$ cat config.mk
export PLATFORM = sky130hd
export DESIGN_NAME = gpio_trig_detect
export DESIGN_NICKNAME = d
export VERILOG_FILES = /design/src/rtl/gpio_trig_pkg.sv /design/src/rtl/gpio_deb_cell.sv /design/src/rtl/gpio_edge_qual.sv /design/src/rtl/gpio_trig_arb.sv /design/src/rtl/gpio_trig_detect.sv
export SDC_FILE = /design/constraint.sdc
export NUM_CORES = 1
export LEC_CHECK = 0
export ABC_CLOCK_PERIOD_IN_PS = 6600
export BUFFER_PORTS_ARGS = -buffer_cell sky130_fd_sc_hd__buf_2
export CORE_UTILIZATION = 61
export CTS_CLUSTER_SIZE = 28
export DETAILED_ROUTE_END_ITERATION = 10
export PLACE_DENSITY_LB_ADDON = 0.1
export SLEW_MARGIN = 0
export SYNTH_ARGS = -nofsm -noshare
export SYNTH_HDL_FRONTEND = slang
export SYNTH_SLANG_ARGS = --single-unit
$ cat constraint.sdc
create_clock -name clk -period 6.6 [get_ports clk]
set_input_delay 0.33 -clock clk [delete_from_list [all_inputs] [get_ports clk]]
set_output_delay 0.33 -clock clk [all_outputs]
set_load 0.1 [all_outputs]
$ cat src/rtl/gpio_trig_pkg.sv
package gpio_trig_pkg;

  typedef enum logic [1:0] {
    PM_PLAIN = 2'b00,
    PM_ALT   = 2'b01,
    PM_FALL  = 2'b10,
    PM_BOTH  = 2'b11
  } pin_mode_e;

endpackage

$ cat src/rtl/gpio_deb_cell.sv
module gpio_deb_cell #(
  parameter int SLOW_DEB_CYC = 4000000,
  parameter int FAST_DEB_CYC = 2,
  parameter bit IDLE_LVL     = 1'b1
) (
  input  logic clk,
  input  logic rst_n,
  input  logic pin_i,
  input  logic fast_i,
  output logic lvl_o
);
  localparam int MAXC = (SLOW_DEB_CYC > FAST_DEB_CYC) ? SLOW_DEB_CYC : FAST_DEB_CYC;
  localparam int CW   = $clog2(MAXC + 1);
  localparam logic [CW-1:0] SLOW_LIM = CW'(SLOW_DEB_CYC - 1);
  localparam logic [CW-1:0] FAST_LIM = CW'(FAST_DEB_CYC - 1);

  logic          sync1_q, sync2_q;
  logic          lvl_q, lvl_d;
  logic [CW-1:0] cnt_q, cnt_d;
  logic [CW-1:0] lim;
  logic          differs;
  logic          done;

  always_comb begin
    lim     = fast_i ? FAST_LIM : SLOW_LIM;
    differs = (sync2_q != lvl_q);
    done    = differs && (cnt_q >= lim);
    lvl_d   = lvl_q;
    cnt_d   = '0;
    if (done) begin
      lvl_d = sync2_q;
    end else if (differs) begin
      cnt_d = cnt_q + 1'b1;
    end
  end

  always_ff @(posedge clk or negedge rst_n) begin
    if (!rst_n) begin
      sync1_q <= IDLE_LVL;
      sync2_q <= IDLE_LVL;
      lvl_q   <= IDLE_LVL;
      cnt_q   <= '0;
    end else begin
      sync1_q <= pin_i;
      sync2_q <= sync1_q;
      lvl_q   <= lvl_d;
      cnt_q   <= cnt_d;
    end
  end

  assign lvl_o = lvl_q;
endmodule

$ cat src/rtl/gpio_edge_qual.sv
module gpio_edge_qual
  import gpio_trig_pkg::*;
#(
  parameter bit IDLE_LVL = 1'b1
) (
  input  logic       clk,
  input  logic       rst_n,
  input  logic       lvl_i,
  input  logic [1:0] mode_i,
  output logic       ev_o
);
  logic      ref_q;
  logic      fell, rose;
  pin_mode_e mode;

  always_comb begin
    mode = pin_mode_e'(mode_i);
    fell = ref_q & ~lvl_i;
    rose = ~ref_q & lvl_i;
    unique case (mode)
      PM_FALL: ev_o = fell;
      PM_BOTH: ev_o = fell | rose;
      default: ev_o = 1'b0;
    endcase
  end

  // The reference changes only with the accepted level, so on entry to
  // power-down it already holds the entry level and keeps it until the
  // accepted level next changes.
  always_ff @(posedge clk or negedge rst_n) begin
    if (!rst_n) ref_q <= IDLE_LVL;
    else        ref_q <= lvl_i;
  end
endmodule

$ cat src/rtl/gpio_trig_arb.sv
module gpio_trig_arb #(
  parameter int NUM_PINS = 6,
  parameter int IDX_W    = 3
) (
  input  logic                clk,
  input  logic                rst_n,
  input  logic [NUM_PINS-1:0] ev_i,
  input  logic                pwr_down_i,
  input  logic                irq_clr_i,
  output logic                trig_o,
  output logic [IDX_W-1:0]    trig_idx_o,
  output logic                irq_o,
  output logic                wake_o
);
  logic             any_ev;
  logic [IDX_W-1:0] win_idx;
  logic             trig_q, irq_q, wake_q;
  logic             irq_d;
  logic [IDX_W-1:0] idx_q;

  always_comb begin
    any_ev  = |ev_i;
    win_idx = '0;
    for (int i = NUM_PINS - 1; i >= 0; i--) begin
      if (ev_i[i]) win_idx = IDX_W'(i);
    end
    irq_d = any_ev | (irq_q & ~irq_clr_i);
  end

  always_ff @(posedge clk or negedge rst_n) begin
    if (!rst_n) begin
      trig_q <= 1'b0;
      idx_q  <= '0;
      irq_q  <= 1'b0;
      wake_q <= 1'b0;
    end else begin
      trig_q <= any_ev;
      wake_q <= any_ev & pwr_down_i;
      irq_q  <= irq_d;
      if (any_ev) idx_q <= win_idx;
    end
  end

  assign trig_o     = trig_q;
  assign trig_idx_o = idx_q;
  assign irq_o      = irq_q;
  assign wake_o     = wake_q;
endmodule

$ cat src/rtl/gpio_trig_detect.sv
module gpio_trig_detect #(
  parameter int NUM_PINS     = 6,
  parameter int SLOW_DEB_CYC = 4000000,
  parameter int FAST_DEB_CYC = 2,
  parameter bit IDLE_LVL     = 1'b1
) (
  input  logic                  clk,
  input  logic                  rst_n,
  input  logic [NUM_PINS-1:0]   pin_i,
  input  logic [2*NUM_PINS-1:0] mode_i,
  input  logic                  fast_deb_i,
  input  logic                  pwr_down_i,
  input  logic                  irq_clr_i,
  output logic                  trig_o,
  output logic [2:0]            trig_idx_o,
  output logic                  irq_o,
  output logic                  wake_o
);
  logic [NUM_PINS-1:0] lvl;
  logic [NUM_PINS-1:0] ev;

  for (genvar g = 0; g < NUM_PINS; g++) begin : g_pin
    gpio_deb_cell #(
      .SLOW_DEB_CYC(SLOW_DEB_CYC),
      .FAST_DEB_CYC(FAST_DEB_CYC),
      .IDLE_LVL    (IDLE_LVL)
    ) u_deb (
      .clk   (clk),
      .rst_n (rst_n),
      .pin_i (pin_i[g]),
      .fast_i(fast_deb_i),
      .lvl_o (lvl[g])
    );

    gpio_edge_qual #(
      .IDLE_LVL(IDLE_LVL)
    ) u_edge (
      .clk   (clk),
      .rst_n (rst_n),
      .lvl_i (lvl[g]),
      .mode_i(mode_i[2*g +: 2]),
      .ev_o  (ev[g])
    );
  end

  gpio_trig_arb #(
    .NUM_PINS(NUM_PINS),
    .IDX_W   (3)
  ) u_arb (
    .clk       (clk),
    .rst_n     (rst_n),
    .ev_i      (ev),
    .pwr_down_i(pwr_down_i),
    .irq_clr_i (irq_clr_i),
    .trig_o    (trig_o),
    .trig_idx_o(trig_idx_o),
    .irq_o     (irq_o),
    .wake_o    (wake_o)
  );
endmodule

**Word-level counts from Yosys, hierarchy flattened**

Index checks and enable logic that the tools add are counted.
Widths: inputs -> output; s select.

- Register bits after elaboration: 162
- Input port bits: 23
- Output and inout port bits: 6
- Logic and storage cells: 130

- $add $sub $neg: 6
- Order comparisons: 6
- Equality and inequality tests: 18
- Muxes and demuxes: 25
- Bitwise logic cells: 34
- Reduce and logical (&&, ||, !) cells: 7

Operators with widths:

| operator | count |
|---|---|
| $mux 22 | 13 |
| $add 22x1->22 const B | 6 |
| $ge 22x22->1 | 6 |
| $eq 2x2->1 const B | 12 |
| $mux 3 | 6 |
| $and 1x1->1 | 14 |
| $not 1->1 | 13 |
| $pmux 1 s2 | 6 |
| $or 1x1->1 | 7 |
| $logic_and 1x1->1 | 6 |
| $ne 1x1->1 | 6 |
| $reduce_or 6->1 | 1 |

**Longest topological paths before layout**

- Depth after elaboration: 10
- Gate-level depth with buffers: 7
- Depth with buffers taken out: 7

**Modules after synthesis**

From an unflattened synthesis, not the netlist that was laid out.

- Cells, all modules: 914
- Area total of the unflattened synthesis: 9603.0 um^2

Modules (own cells, without submodules):

| module | times used | cells an instance | area each (um^2) | sequential area each (um^2) |
|---|---|---|---|---|
| gpio_deb_cell (g_pin[0].u_deb ...) | 5 | 143 | 1498.9 | 629.4 |
| gpio_deb_cell (g_pin[3].u_deb) | 1 | 149 | 1519.0 | 629.4 |
| gpio_edge_qual | 6 | 5 | 56.3 | 26.3 |
| gpio_trig_arb | 1 | 20 | 251.5 | 150.1 |

**Worst setup path before layout**

OpenSTA, ideal clock, no wires.

- Kind: flip-flop to flip-flop
- Start: register g_pin[3].u_deb.cnt_q[16]
- End: register g_pin[3].u_deb.cnt_q[11]
- Library setup time: 0.119 ns
- Arrival time: 2.110 ns
- Required time: 6.481 ns
- Slack: 4.371 ns
- Cell stages (with the launch flop): 8
- Path buffers: 1
- Period minus slack after synthesis: 2.229 ns
- Cells stage by stage: dfrtp_1 -> ha_1 -> or4b_1 -> or3_4 -> o2111ai_4 -> nand2b_4 -> buf_8 -> nor2_1

- Cells in the longest elaborated chain, start to end: 3

RTL lines:

| element | line | source |
|---|---|---|
| start, declared | gpio_deb_cell.sv:19 | `logic [CW-1:0] cnt_q, cnt_d;` |
| start signal, assigned | gpio_deb_cell.sv:47 | `cnt_q <= cnt_d;` |
| $ge 22x22->1 | gpio_deb_cell.sv:27 | `done = differs && (cnt_q >= lim);` |
| $logic_and 1x1->1 | gpio_deb_cell.sv:27 |  |
| $mux 22 | gpio_deb_cell.sv:30 | `if (done) begin` |
| via g_pin[3].u_deb.cnt_d[11] | gpio_deb_cell.sv:19 |  |

The timed path passes the listed nets, and every way through them passes these cells.
A chain may end at the register's enable or synchronous reset.

**Final worst setup path**

- Start: input fast_deb_i
- End: register g_pin[1].u_deb.cnt_q[8]

- Cells in the longest elaborated chain, start to end: 4

RTL lines:

| element | line | source |
|---|---|---|
| start, declared | gpio_trig_detect.sv:11 | `input logic fast_deb_i,` |
| $mux 22 | gpio_deb_cell.sv:25 | `lim = fast_i ? FAST_LIM : SLOW_LIM;` |
| $ge 22x22->1 | gpio_deb_cell.sv:27 |  |
| $logic_and 1x1->1 | gpio_deb_cell.sv:27 |  |
| $mux 22 | gpio_deb_cell.sv:30 |  |
| via g_pin[1].u_deb.cnt_d[8] | gpio_deb_cell.sv:19 |  |
| end signal, assigned | gpio_deb_cell.sv:47 |  |
| end, declared | gpio_deb_cell.sv:19 |  |

The timed path passes the listed nets, and every way through them passes these cells.

==> flow_summary.yaml <==
placement:
  port_buffers: 28
  hpwl_um: 11600
  routabilityCongestion: 0.811
  dp.cells: 1142
  placed_cell_area_mm2: 0.00958
setup_path:
  critPathKind: "in -> reg"
  cp.arrival_ps: 3770
  r2r_slack_ps: 3790
  required_ps: 6930
  cp_max_fo: 56
  startpoint_type: "primary input"
  cp-end-kind: "flop"
synthesis:
  netlist.area_leader.share_pct: 37.2
  ys_ff_latch: 162
  syn-cell-area_mm2: 0.00928
  syn_inst: 947
  seq_area_frac_synth_pct: 44.0
  synthesis.nets: 1060
  async_reset_ff_share_pct: 100
  synth-edff-count: 0
  ys_types: 55
  synth_flop_cell: "dfrtp_1"
  syn_area_per_cell_um2: 9.80
  ys_warn_count: 0
  yosys.area.top_type: "dfrtp_1"
  netlist_top_cells_area: "dfrtp_1 37%, ha_1 12%, nor2_1 7.4%, dfstp_2 6.8%, xor2_1 6.5%"
sta:
  finalHoldViolations: 0
  max_freq_mhz: 291
  slew_headroom_pct: 27.3
  rsz0062_at_grt: "no"
  period_needed_ps: 3440
  setup_viol: 0
  maxSlewViolCount: 0
  fin_skew_ps: 7.57
  layout_worst_path_cycle_share_pct: 52.1
  tns_ps: 0
  tightest_slew_ps: 1080
clocking:
  cts_num_sinks: 162
  cts_setup_buffers: 0
  cts_tree: "yes"
  cts_buffers: 17
  path_clk_slew_ps: 60
  cts_hold_buf: 6
  cts_resized: 0
  cts_htree_levels: 4
  cts_root_buf: "clkbuf_16"
  cts_buffer_depth: 2
  insertion_delay_ps: 430
hold_path:
  hp-class: "in -> async"
global_routing:
  grt_use_total_pct: 24.3
  grt_pass1_vias: 6762
  grt_overflow: 0
  antenna_found_initial: 0
  grt_pass1_wl_um: 31000
  grt_start_max_net_pins: 107
run_status:
  violations: "DRC"
  run_status: "finished with violations"
layout:
  utilization_pct: 69.9
  antenna_cells: 0
  drive_gt1_share_pct: 10.9
  instances_no_fill: 1179
  fin_nets: 1096
  design_area_mm2: 0.0103
  syn_to_final_growth_pct: 10.7
floorplanning:
  die_height_um: 125
  initial_utilization_pct: 63.1
  core_mm2: 0.0147
  io_pins: 29
  rows: 44
  die_w_um: 125
  die-area_mm2: 0.0157
drt:
  detail_route.iter0.violations: 310
  wirelength_um: 17300
  drtPass1Iterations: 8
  drtAntennaViolNets: 0
  vias: 6790
  remaining_drc_errors: 4
  routed_via_density: 5.76
  avgRoutedWirePerCell_um: 14.6
power:
  p_per_area_mw_per_mm2: 214
  leakage_nw: 4.69
  ir_drop_v: 0.000298
run:
  maxCapViolations: 0
==> worst max-delay path, cell delays in order <==
cell and delay [ps]:
buf_2 410, buf_4 630, ha_1 360, nor4_1 290
nor3_1 80, a2111oi_0 530, nand3_1 770, nor2_1 320
==> final timing paths <==
check | depth (start not counted) | start | to
setup / recovery | 8 | fast_deb_i | g_pin[1].u_deb.cnt_q[8]$_DFF_PN0_
hold / removal | 1 | rst_n | g_pin[4].u_deb.cnt_q[5]$_DFF_PN0_
setup reg to reg | 6 | g_pin[1].u_deb.cnt_q[11]$_DFF_PN0_ | g_pin[1].u_deb.cnt_q[8]$_DFF_PN0_
hold reg to reg | 0 | g_pin[1].u_deb.sync1_q$_DFF_PN1_ | g_pin[1].u_deb.sync2_q$_DFF_PN1_
max in group asynchronous | 2 | rst_n | g_pin[2].u_deb.cnt_q[0]$_DFF_PN0_
min in group clk | 2 | irq_clr_i | u_arb.irq_o$_DFF_PN0_
==> final cells by class <==
class                      count  area, um2
sequential                   162       4080
multi-input combinational    735       4980
tap                          184        230
timing repair buffer          37        229
clock buffer                  21        470
clock inverter                10        158
inverter                      30        113
fill                        1131       4430
==> synth_stat cells, drive strengths merged, types with 4 or more instances <==
cell and n:
or4b 6, a2111oi 5, nor2 182, a211oi 8, nand2b 5, xnor2 56, nor2b 14, and3 13
xor2 69, nand2 45, o21ai 21, and4 13, nand3 64, clkbuf 11, a211o 4, nand4 36
nor3 26, ha 90, or4 5, inv 30, a21oi 18, buf 9, nor4 12, dfstp 24
dfrtp 138, mux2 6, and2 5
==> metrics by stage <==
stage	hold slack [ps]	setup WS [ps]	power, mW
after floorplan	34.4	4370	1.11
after global placement	346	2890	1.16
after detailed placement	347	2740	1.17
after CTS	66.1	3210	2.23
after global routing	96.8	2770	2.28
final	12.5	3160	2.20
==> routing by layer <==
metal | vias to the layer above | GRT usage, % | routed length [um]
met5 | - | 0 | 0
met4 | 0 | 7.10 | 215
met3 | 21 | 4.96 | 407
met2 | 69 | 41.3 | 8390
met1 | 3315 | 31.4 | 8250
li1 | 3385 | - | -
==> cells in the final DEF (no fill, tap or decap), types with 24 or more instances in the layout <==
cell type	instances
nor2_1	182
buf_2	27
inv_1	30
dfstp_2	24
xor2_1	69
ha_1	90
dfrtp_1	138
nand4_1	36
xnor2_1	56
nand2_1	45
nor3_1	25
nand3_1	64
==> flip-flops by register name, summed over array words and instances, names as in the netlist <==
name / count
g_pin.u_deb.cnt_q: 132
g_pin.u_deb.lvl_o: 6
g_pin.u_deb.sync1_q: 6
g_pin.u_deb.sync2_q: 6
g_pin.u_edge.ref_q: 6
u_arb.trig_idx_o: 3
u_arb.irq_o: 1
u_arb.trig_o: 1
u_arb.wake_o: 1
==> cells by family (layout without fill, tap and decap cells) <==
family	Yosys count	in the layout	share of synthesized area, %
fa+ha+maj	90	90	12.1
buf+inv	50	98	2.27
xor+xnor	125	125	11.8
compound gates	78	78	5.91
mux	6	6	0.728
simple gates	436	436	23.2
flops	162	162	44.0
==> where the power goes <==
| part | switching [mW] | internal (mW) | leakage [nW] | total, mW |
|---|---|---|---|---|
| Sequential | 0.0142 | 1.01 | 2.16 | 1.03 |
| Clock | 0.389 | 0.659 | 0.301 | 1.05 |
| Combinational | 0.0853 | 0.0411 | 2.22 | 0.126 |
Power figures use the tool's default switching activity.
